File: src/rtl/wbr_pkg.sv
package wbr_pkg;

    // Status word shape for an 8-bit data path: poll bit, toggle bit, echo.
    typedef struct packed {
        logic       poll;
        logic       tog;
        logic [5:0] echo;
    } status8_t;

    // Source that feeds the read response register.
    typedef enum logic [1:0] {
        SRC_NONE   = 2'd0,
        SRC_ARRAY  = 2'd1,
        SRC_STATUS = 2'd2
    } rd_src_e;

    // Build a status word of any width from the reference byte and toggle.
    function automatic logic [63:0] build_status(
        input logic [63:0] ref_word,
        input logic        tog,
        input int          width
    );
        logic [63:0] w;
        w = ref_word;
        w[width-1] = ~ref_word[width-1];
        w[width-2] = tog;
        return w;
    endfunction

endpackage

File: src/rtl/wbr_timer.sv
module wbr_timer #(
    parameter int BUSY_CYCLES = 16
) (
    input  logic clk,
    input  logic rst,
    input  logic start_req,
    output logic start_ok,
    output logic busy
);
    localparam int CNT_W = (BUSY_CYCLES < 2) ? 1 : $clog2(BUSY_CYCLES);
    localparam logic [CNT_W-1:0] LOAD_VAL = CNT_W'(BUSY_CYCLES - 1);

    logic [CNT_W-1:0] remain;

    // A start counts only while idle; a start during a busy period is dropped.
    assign start_ok = start_req && !busy;

    always_ff @(posedge clk) begin
        if (rst) begin
            busy   <= 1'b0;
            remain <= '0;
        end else if (start_ok) begin
            busy   <= 1'b1;
            remain <= LOAD_VAL;
        end else if (busy) begin
            if (remain == '0) begin
                busy <= 1'b0;
            end else begin
                remain <= remain - 1'b1;
            end
        end
    end
endmodule

File: src/rtl/wbr_status.sv
module wbr_status #(
    parameter int DATA_W = 8
) (
    input  logic              clk,
    input  logic              rst,
    input  logic              load,
    input  logic [DATA_W-1:0] wr_byte,
    input  logic              status_hit,
    output logic [DATA_W-1:0] status_word
);
    import wbr_pkg::*;

    logic [DATA_W-1:0] ref_q;
    logic              tog_q;
    logic [63:0]       built;

    always_ff @(posedge clk) begin
        if (rst) begin
            ref_q <= '0;
            tog_q <= 1'b0;
        end else if (load) begin
            ref_q <= wr_byte;
            tog_q <= 1'b0;
        end else if (status_hit) begin
            tog_q <= ~tog_q;
        end
    end

    assign built       = build_status(64'(ref_q), tog_q, DATA_W);
    assign status_word = built[DATA_W-1:0];
endmodule

File: src/rtl/wbr_rdmux.sv
module wbr_rdmux #(
    parameter int DATA_W = 8
) (
    input  logic              clk,
    input  logic              rst,
    input  logic              rd_req,
    input  logic              busy,
    input  logic [DATA_W-1:0] arr_data,
    input  logic [DATA_W-1:0] status_word,
    output logic [DATA_W-1:0] rd_data,
    output logic              rd_valid
);
    import wbr_pkg::*;

    rd_src_e src;

    always_comb begin
        if (!rd_req)   src = SRC_NONE;
        else if (busy) src = SRC_STATUS;
        else           src = SRC_ARRAY;
    end

    always_ff @(posedge clk) begin
        if (rst) begin
            rd_data  <= '0;
            rd_valid <= 1'b0;
        end else begin
            rd_valid <= (src != SRC_NONE);
            case (src)
                SRC_STATUS: rd_data <= status_word;
                SRC_ARRAY:  rd_data <= arr_data;
                default:    rd_data <= rd_data;
            endcase
        end
    end
endmodule

File: src/rtl/wbusy_resp.sv
module wbusy_resp #(
    parameter int DATA_W      = 8,
    parameter int BUSY_CYCLES = 16
) (
    input  logic              clk,
    input  logic              rst,
    input  logic              wr_start,
    input  logic [DATA_W-1:0] wr_byte,
    input  logic              rd_req,
    input  logic [DATA_W-1:0] arr_data,
    output logic              busy,
    output logic [DATA_W-1:0] rd_data,
    output logic              rd_valid
);
    logic              start_ok;
    logic [DATA_W-1:0] status_word;

    wbr_timer #(.BUSY_CYCLES(BUSY_CYCLES)) u_timer (
        .clk      (clk),
        .rst      (rst),
        .start_req(wr_start),
        .start_ok (start_ok),
        .busy     (busy)
    );

    wbr_status #(.DATA_W(DATA_W)) u_status (
        .clk        (clk),
        .rst        (rst),
        .load       (start_ok),
        .wr_byte    (wr_byte),
        .status_hit (rd_req && busy),
        .status_word(status_word)
    );

    wbr_rdmux #(.DATA_W(DATA_W)) u_rdmux (
        .clk        (clk),
        .rst        (rst),
        .rd_req     (rd_req),
        .busy       (busy),
        .arr_data   (arr_data),
        .status_word(status_word),
        .rd_data    (rd_data),
        .rd_valid   (rd_valid)
    );
endmodule

File: config.mk
export PLATFORM = sky130hd
export DESIGN_NAME = wbusy_resp
export DESIGN_NICKNAME = d
export VERILOG_FILES = /design/src/rtl/wbr_pkg.sv /design/src/rtl/wbr_timer.sv /design/src/rtl/wbr_status.sv /design/src/rtl/wbr_rdmux.sv /design/src/rtl/wbusy_resp.sv
export SDC_FILE = /design/constraint.sdc
export NUM_CORES = 1
export LEC_CHECK = 0
export BUFFER_PORTS_ARGS = -buffer_cell sky130_fd_sc_hd__buf_2
export CORE_MARGIN = 1.5
export CORE_UTILIZATION = 46
export DETAILED_ROUTE_END_ITERATION = 12
export HOLD_SLACK_MARGIN = 0.08
export PLACE_DENSITY = 0.74
export SYNTH_ARGS = -nofsm -noshare
export SYNTH_HDL_FRONTEND = slang
export SYNTH_HIERARCHICAL = 1
export SYNTH_SLANG_ARGS = --single-unit
File: constraint.sdc
create_clock -name clk -period 1.85 [get_ports clk]
set_input_delay 0.0925 -clock clk [delete_from_list [all_inputs] [get_ports clk]]
set_output_delay 0.0925 -clock clk [all_outputs]
set_load 0.02 [all_outputs]
==> impl_metrics.tcl, run 1 <==
set metrics [dict create \
    outcome "finished, final reports clean" \
    dp_hpwl_mm 1.52 \
    final_cell_mix "buf_2, dfxtp_1, inv_1" \
    cts_buffer_depth 2 \
    preCtsSetupSlack_ps 285 \
    clkTransAtPathRegs_ps 120 \
    root_buffer "clkbuf_4" \
    die_area_mm2 0.00279 \
    crit_path_end "u_rdmux/rd_data[3]" \
    hold_viol 0 \
    drtPass1Iterations 4 \
    fmax_mhz 625 \
    period_share_pct 86.4 \
    cts_tree "yes" \
    drv_slew 0 \
    crit_path_max_fanout 24 \
    syn_nets 134 \
    diodes 0 \
    crit_chain "nand2b_1 -> ha_1 -> buf_12 -> and4bb_2 -> a311oi_2" \
    final_area_mm2 0.00138 \
    yosys.area.top_type_share_pct 38.6 \
    cp.arrival_ps 1820 \
    grt_pass1_wl_mm 3.54 \
    layout.nets 165 \
    grt_util_all_layers_pct 17.5 \
    routed_wirelength_mm 2.12 \
    fin_tns_setup_ps 0 \
    clock_latency_ps 300 \
    yosys.area.top_type "dfxtp_1" \
    ff_latch_area_um2 442 \
    die_x_um 52.8 \
    num_rows 17 \
    ys_seq_area_share_pct 38.6 \
    hp-class "input pin to register" \
    synth.ff_latch_count 22 \
    multiInputGateArea_um2 557 \
    drtIter0Drc 11 \
    cp-end-kind "register" \
    overflow 0 \
    hp-start "rst" \
    wl_per_cell_um 12.5 \
    required_ps 2070 \
    setup-violations-final 0 \
    drive_gt1_share_pct 36.2 \
    gp_congestion 0.747 \
    drc_errors 0 \
    die_y_um 52.8 \
    p_per_area_mw_per_mm2 891 \
    placedInstanceArea_mm2 0.00126 \
    syn2layout_area_growth_pct 21.1 \
    maxCapViolCount 0 \
    cts_sinks 22 \
    crit_slowest_cell "dfxtp_2" \
    yosys.cell_types.count 26 \
    reg2reg_from "u_timer/busy" \
    cts-htree-levels 1 \
    setup_ws_ps 251 \
    syn_inst 111 \
    final_common_cell "buf_2" \
    grt_max_degree 25 \
    fin_worst_skew_ps 0.917 \
    ant_nets 0 \
    synth.avg_cell_area_um2 10.3 \
    reg2reg_depth 5 \
    antenna_found_initial 0 \
    p_leak_nw 0.614 \
    r2r_setup_slack_ps 250 \
    cts_buffers 3 \
    core-area_mm2 0.00228 \
    r2r-end "u_rdmux/rd_data[3]" \
    netlist_top_cells_area "dfxtp_1, a311oi_2, mux2i_1" \
    slowest_delay_ps 360 \
    max_slew_margin_pct 72.6 \
    grt_pass1_vias 825 \
    min_period_ps 1600 \
    vias 875 \
    initial_core_util_pct 50.2 \
    synth_warnings 6 \
    worstMarginPinSlew_ps 405 \
    crit_type "register to register" \
    io_pins 30 \
    postCtsSetupRepairBufs 0 \
    vias_per_cell 5.18 \
    rsz0062_at_grt "false" \
    io_buffers 28 \
    fill_cells 188 \
    ir_worst_vdd_mv 0.542 \
    syn_area_mm2 0.00114 \
    cp-startpoint "u_timer/busy" \
    start_kind "register" \
    holdWs_ps 164 \
]
-- where the power goes --
group | internal [mW] | switching, mW | leakage [nW] | total, mW
Combinational | 0.147 | 0.168 | 0.404 | 0.315
Clock | 0.219 | 0.145 | 0.0279 | 0.364
Sequential | 0.524 | 0.0301 | 0.182 | 0.555
Total | 0.890 | 0.343 | 0.614 | 1.23
-- kinds of logic (layout without fill, tap and decap cells) --
kind of cell	count (synthesis)	in the layout	share of synthesized area, %
compound gates	25	25	21.2
xor+xnor	1	1	0.767
fa+ha+maj	3	3	3.29
buf+inv	25	55	12.7
flops	22	22	38.6
mux	7	7	6.13
simple gates	28	28	17.3
-- synth_stat cells --
cell / instances
a211o_2: 1
a211oi_1: 2
a21oi_1: 4
a311oi_1: 1
a311oi_2: 8
a31o_1: 1
and2_1: 1
and4bb_1: 4
and4bb_2: 4
buf_2: 2
buf_4: 8
buf_6: 2
clkbuf_4: 1
dfxtp_1: 22
ha_1: 3
inv_1: 12
mux2i_1: 7
nand2_1: 2
nand2b_1: 1
nor2_1: 11
nor2b_1: 1
nor3_1: 2
nor4b_1: 1
o21bai_1: 8
or3b_4: 1
xnor2_1: 1
-- worst max-delay path, delay by kind of cell, from the launching register on --
kind,cells,cell delay [ps]
simple gates,2,400
flops,1,360
fa+ha+maj,1,350
compound gates,1,230
buf+inv,1,180
-- how the worst min path moves through the flow --
stage | end | slack, ps | cells past startpoint
finish | u_rdmux/rd_valid | 160 | 2
global route | u_timer/busy | 190 | 2
CTS | u_rdmux/rd_valid | 160 | 2
detailed placement | u_status/ref_q[1] | 330 | 3
global placement | u_status/ref_q[7] | 330 | 3
floorplan | u_timer/busy | 160 | 1
-- through the flow --
stage,util [%],power [mW],std cells
floorplan,-,0.791,111
global placement,55.4,0.854,158
detailed placement,55.4,0.869,158
CTS,60.8,1.24,169
global route,60.8,1.30,169
finish,60.8,1.23,169
-- cell type report --
type | instances | share of cell area, %
multi-input combinational | 64 | 40.2
sequential | 22 | 31.9
timing repair buffer | 39 | 18.3
inverter | 12 | 3.25
tap | 28 | 2.53
clock inverter | 1 | 2.17
clock buffer | 3 | 1.63
-- registers in the layout (all words and copies together), names as in the netlist --
signal            cells
u_timer/busy          1
u_rdmux/rd_data       8
u_rdmux/rd_valid      1
u_status/ref_q        7
u_status/tog_q        1
u_timer/remain        4
-- routing by layer --
layer  wire length (um)  global-route usage [%]  vias up
met2                988                    30.2       28
met4                 16                    5.56        0
li1                   -                       -      446
met3                102                    3.71        2
met5                  0                       0        -
met1               1010                    21.3      399
-- timing repair --
| action | CTS | global route |
|---|---|---|
| resized for setup | 0 | 0 |
| hold buffers | 7 | 0 |
| hold endpoints to repair | 7 | 0 |
(Power assumes the default switching activity.)
==> inputs of run 2 (changes only) <==
Settings changed: CELL_PAD_IN_SITES_DETAIL_PLACEMENT set to 1, CELL_PAD_IN_SITES_GLOBAL_PLACEMENT set to 2, CORE_UTILIZATION 46 to 28, PLACE_DENSITY 0.74 to not set, PLACE_DENSITY_LB_ADDON set to 0.1, REMOVE_ABC_BUFFERS set to 1.
==> run 2 against run 1 <==
Against the previous run:
- worst setup slack got worse by 1.3 ps
- cell count is 14% higher
- clock skew up 0.59 ps
- highest routed layer unchanged
==> impl_metrics.tcl, run 2 (synthesized netlist as in run 1, its figures left out) <==
set metrics [dict create \
    ant_nets 0 \
    required_ps 2020 \
    hp-class "input pin to register" \
    wl_per_cell_um 13.3 \
    cts_buffers 3 \
    core-area_mm2 0.00397 \
    worstMarginPinSlew_ps 399 \
    drc_errors 0 \
    io_buffers 28 \
    cp.arrival_ps 1770 \
    top_register "u_rdmux/rd_data" \
    num_rows 23 \
    cts_sinks 22 \
    root_buffer "clkbuf_8" \
    drtIter0Drc 19 \
    cts_tree "yes" \
    holdWs_ps 79.5 \
    dp_hpwl_mm 1.83 \
    die_x_um 66.9 \
    die_y_um 66.9 \
    preCtsSetupSlack_ps 255 \
    overflow 0 \
    start_kind "register" \
    cts_buffer_depth 2 \
    max_slew_margin_pct 73.0 \
    crit_chain "nand2b_1 -> ha_1 -> buf_4 -> and4bb_2 -> a311oi_2" \
    vias 898 \
    drtPass1Iterations 2 \
    grt_util_all_layers_pct 12.9 \
    maxCapViolCount 0 \
    clkTransAtPathRegs_ps 80 \
    crit_buf_inv 1 \
    fin_tns_setup_ps 0 \
    clock_latency_ps 260 \
    crit_path_max_fanout 15 \
    final_common_cell "buf_2" \
    setup-violations-final 0 \
    top_regs "u_rdmux/rd_data: 8 flops, u_status/ref_q: 7 flops, u_timer/remain: 4 flops" \
    period_share_pct 86.5 \
    diodes 0 \
    grt_pass1_wl_mm 4.38 \
    die_area_mm2 0.00447 \
    vias_per_cell 4.68 \
    crit_slowest_cell "dfxtp_1" \
    fmax_mhz 625 \
    fin_cells 192 \
    ir_worst_vdd_mv 0.249 \
    routed_wirelength_mm 2.55 \
    grt_max_degree 23 \
    slowest_delay_ps 340 \
    outcome "finished, final reports clean" \
    syn2layout_area_growth_pct 23.0 \
    crit_type "register to register" \
    io_pins 30 \
    drive_gt1_share_pct 36.6 \
    cp-end-kind "register" \
    fin_worst_skew_ps 1.51 \
    p_per_area_mw_per_mm2 861 \
    largest_register_ffs 8 \
    min_period_ps 1600 \
    cts-htree-levels 1 \
    fill_cells 465 \
    hold_viol 0 \
    initial_core_util_pct 28.8 \
    gp_congestion 0.672 \
    final_cell_mix "buf_2, dfxtp_1, inv_1" \
    layout.nets 166 \
    grt_pass1_vias 984 \
    setup_ws_ps 250 \
    p_leak_nw 0.617 \
    rsz0062_at_grt "false" \
    antenna_found_initial 0 \
    cp_top_family "simple AND/OR/NAND/NOR gates" \
    total_power_mw 1.21 \
    placed_cells 182 \
    drv_slew 0 \
]
## run 2: cell count changes in the layout (fill, tap and decap cells not counted)
cell | previous run | this run
dfxtp_1 | 21 | 22
clkbuf_4 | 3 | 0
buf_12 | 1 | 0
bufinv_16 | 1 | 0
dlygate4sd3_1 | 7 | 6
clkbuf_8 | 0 | 4
buf_4 | 3 | 6
dfxtp_2 | 1 | 0
## run 2: power breakdown
group          leakage, nW  internal [mW]  switching, mW
clock network       0.0288          0.189          0.155
registers            0.182          0.524         0.0287
logic                0.406          0.143          0.171
## run 2: repair_timing
action	CTS	global route
gates resized for setup	0	0
buffers inserted	0	0
hold buffers	6	0
endpoints found under the hold margin	6	0
## run 2: layout make-up
class | instances | area [um^2] | area share [%]
clock buffers | 4 | 55.1 | 3.92
well taps | 50 | 62.6 | 4.45
flip-flops and latches | 22 | 440 | 31.3
inverters | 12 | 45.0 | 3.21
multi-input cells | 64 | 557 | 39.6
repair buffers | 40 | 245 | 17.5
## run 2: path summary, 6_finish.rpt
kind,from,to,slack (ps),depth (start not counted)
worst max register to register,u_timer/busy,u_rdmux/rd_data[1],250,5
worst min register to register,u_status/ref_q[0],u_rdmux/rd_data[0],490,2
worst min-delay path,wr_byte[2],u_status/ref_q[2],80,3
worst max-delay path,u_timer/busy,u_rdmux/rd_data[1],250,5
## run 2: layer usage
metal | global-route usage (%) | share of wire, % | vias to the layer above
li1 | - | - | 449
met1 | 15.0 | 46 | 431
met2 | 24.0 | 49 | 16
met3 | 2.20 | 3.7 | 2
met4 | 3.83 | 0.82 | 0
met5 | 0 | 0 | -
## run 2: through the flow
step | instance area (um^2) | utilization [%]
finish | 1410 | 35.4
CTS | 1410 | 35.4
global placement | 1290 | 32.5
global route | 1410 | 35.4
detailed placement | 1290 | 32.5
floorplan | 1040 | -
## run 2: worst reg2reg max path, stage by stage (launching register included)
cell and delay, ps:
dfxtp_1 340, nand2b_1 180, ha_1 320, buf_4 200, and4bb_2 250, a311oi_2 230
==> inputs of run 3 (changes only) <==
Settings changed: CELL_PAD_IN_SITES_DETAIL_PLACEMENT 1 to 0, CORE_MARGIN 1.5 to 2, SLEW_MARGIN set to 0.
==> run 3 against run 2 <==
Against the previous run:
- combinational power fell by 1%
- count of clock-buffer cells in the layout unchanged
- power up 0.38%
- cell count is the same
- worst setup slack got worse by 21 ps
- core utilization up 0.063 points
- sequential power about the same
==> impl_metrics.tcl, run 3 (synthesized netlist as in run 1, its figures left out) <==
set metrics [dict create \
    overflow 0 \
    cts_tree "yes" \
    setup-violations-final 0 \
    fill_cells 418 \
    reg2reg_from "u_timer/busy" \
    grt_pass1_vias 807 \
    max_slew_margin_pct 72.5 \
    diodes 0 \
    root_buffer "clkbuf_8" \
    vias 892 \
    cts_buffer_depth 2 \
    holdPathEnd "u_status/ref_q[0]" \
    rsz0062_at_grt "false" \
    cts_sinks 22 \
    ctsResizeCount 0 \
    power_frac_comb_pct 25.5 \
    ant_nets 0 \
    drive_gt1_share_pct 35.9 \
    outcome "finished, final reports clean" \
    seqPwrFrac_pct 45.6 \
    swShare_pct 29.6 \
    hp-start "rst" \
    grt_util_all_layers_pct 11.2 \
    fin_tns_setup_ps 0 \
    vias_per_cell 4.65 \
    dp_hpwl_mm 1.64 \
    num_rows 23 \
    final_cell_mix "buf_2, dfxtp_1, inv_1" \
    cts_buffers 3 \
    multiInputGateArea_um2 557 \
    cp.arrival_ps 1800 \
    holdWs_ps 235 \
    ir_worst_vdd_mv 0.222 \
    reg2reg_depth 5 \
    core-area_mm2 0.00397 \
    clkPwrFrac_pct 28.9 \
    routed_wirelength_mm 2.46 \
    io_pins 30 \
    io_buffers 28 \
    fin_worst_skew_ps 1.12 \
    initial_core_util_pct 28.8 \
    fmax_mhz 617 \
    gp_congestion 0.757 \
    placed_cells 181 \
    fin_cells 192 \
    syn2layout_area_growth_pct 23.2 \
    r2r-end "u_rdmux/rd_data[3]" \
    maxCapViolCount 0 \
    grt_max_degree 23 \
    final_common_cell "buf_2" \
    cp-end-kind "register" \
    die_y_um 67.9 \
    die_x_um 67.9 \
    drtPass1Iterations 2 \
    wl_per_cell_um 12.8 \
    largest_register_ffs 8 \
    drc_errors 0 \
    p_leak_nw 0.616 \
    top_regs "u_rdmux/rd_data: 8 flops, u_status/ref_q: 7 flops, u_timer/remain: 4 flops" \
    p_int_mw 0.856 \
    die_area_mm2 0.00461 \
    period_share_pct 87.6 \
    crit_type "register to register" \
    clkTransAtPathRegs_ps 80 \
    required_ps 2030 \
    drv_slew 0 \
    clock_latency_ps 260 \
    top_register "u_rdmux/rd_data" \
    total_power_mw 1.21 \
    hp-class "input pin to register" \
    antenna_found_initial 0 \
    holdPathStages 2 \
    drtIter0Drc 30 \
    ff_latch_area_um2 440 \
    p_sw_mw 0.359 \
    p_per_area_mw_per_mm2 863 \
    layout.nets 166 \
    min_period_ps 1620 \
    crit_path_max_fanout 12 \
    cts-htree-levels 1 \
    hold_viol 0 \
    grt_pass1_wl_mm 3.76 \
    r2r_setup_slack_ps 230 \
    start_kind "register" \
    worstMarginPinSlew_ps 413 \
]
[run 3: stage by stage]
| step | cell area, um^2 | worst slack, ps | util, % |
|---|---|---|---|
| final | 1410 | 229 | 35.4 |
| after detailed placement | 1280 | 242 | 32.3 |
| after floorplan | 1040 | -370 | - |
| after global placement | 1280 | 272 | 32.3 |
| after global routing | 1410 | 135 | 35.4 |
| after CTS | 1410 | 218 | 35.4 |
[run 3: timing repair]
item | 4_1_cts | 5_1_grt
endpoints found under the hold margin | 7 | 0
buffers inserted | 0 | 0
hold buffers | 7 | 0
[run 3: worst max-delay path, stage by stage (launching register included)]
cell and delay (ps):
dfxtp_1 380, nand2b_1 190, ha_1 320, buf_4 190, and4bb_2 240, a311oi_2 220
[run 3: worst max path at each step]
stage | start | endpoint | slack [ps] | cells past startpoint
4_1_cts | u_timer/busy | u_rdmux/rd_data[3] | 220 | 5
2_1_floorplan | u_timer/busy | u_rdmux/rd_data[0] | -370 | 4
6_report | u_timer/busy | u_rdmux/rd_data[3] | 230 | 5
3_5_place_dp | u_timer/busy | u_rdmux/rd_data[3] | 240 | 5
3_3_place_gp | u_timer/busy | u_rdmux/rd_data[3] | 270 | 5
5_1_grt | u_timer/busy | u_rdmux/rd_data[3] | 140 | 5
[run 3: layout make-up]
cell class / instances / share of cell area, %
multi-input cells: 64 / 39.6
well taps: 50 / 4.44
repair buffers: 40 / 17.6
flip-flops and latches: 22 / 31.3
inverters: 12 / 3.20
clock buffers: 4 / 3.91
[run 3: power by group through the flow]
stage | Combinational (mW) | Clock [mW] | Sequential [mW]
2_1_floorplan | 0.161 | 0 | 0.598
3_3_place_gp | 0.297 | 0 | 0.565
3_5_place_dp | 0.302 | 0 | 0.566
4_1_cts | 0.314 | 0.371 | 0.555
5_1_grt | 0.342 | 0.387 | 0.562
6_report | 0.310 | 0.351 | 0.554
[run 3: layer usage]
| metal | routed length, um | vias up | track usage [%] |
|---|---|---|---|
| met2 | 1150 | 15 | 19.1 |
| met5 | 0 | - | 0 |
| met1 | 1180 | 424 | 13.7 |
| met3 | 114 | 2 | 2.14 |
| li1 | - | 451 | - |
| met4 | 19 | 0 | 4.50 |
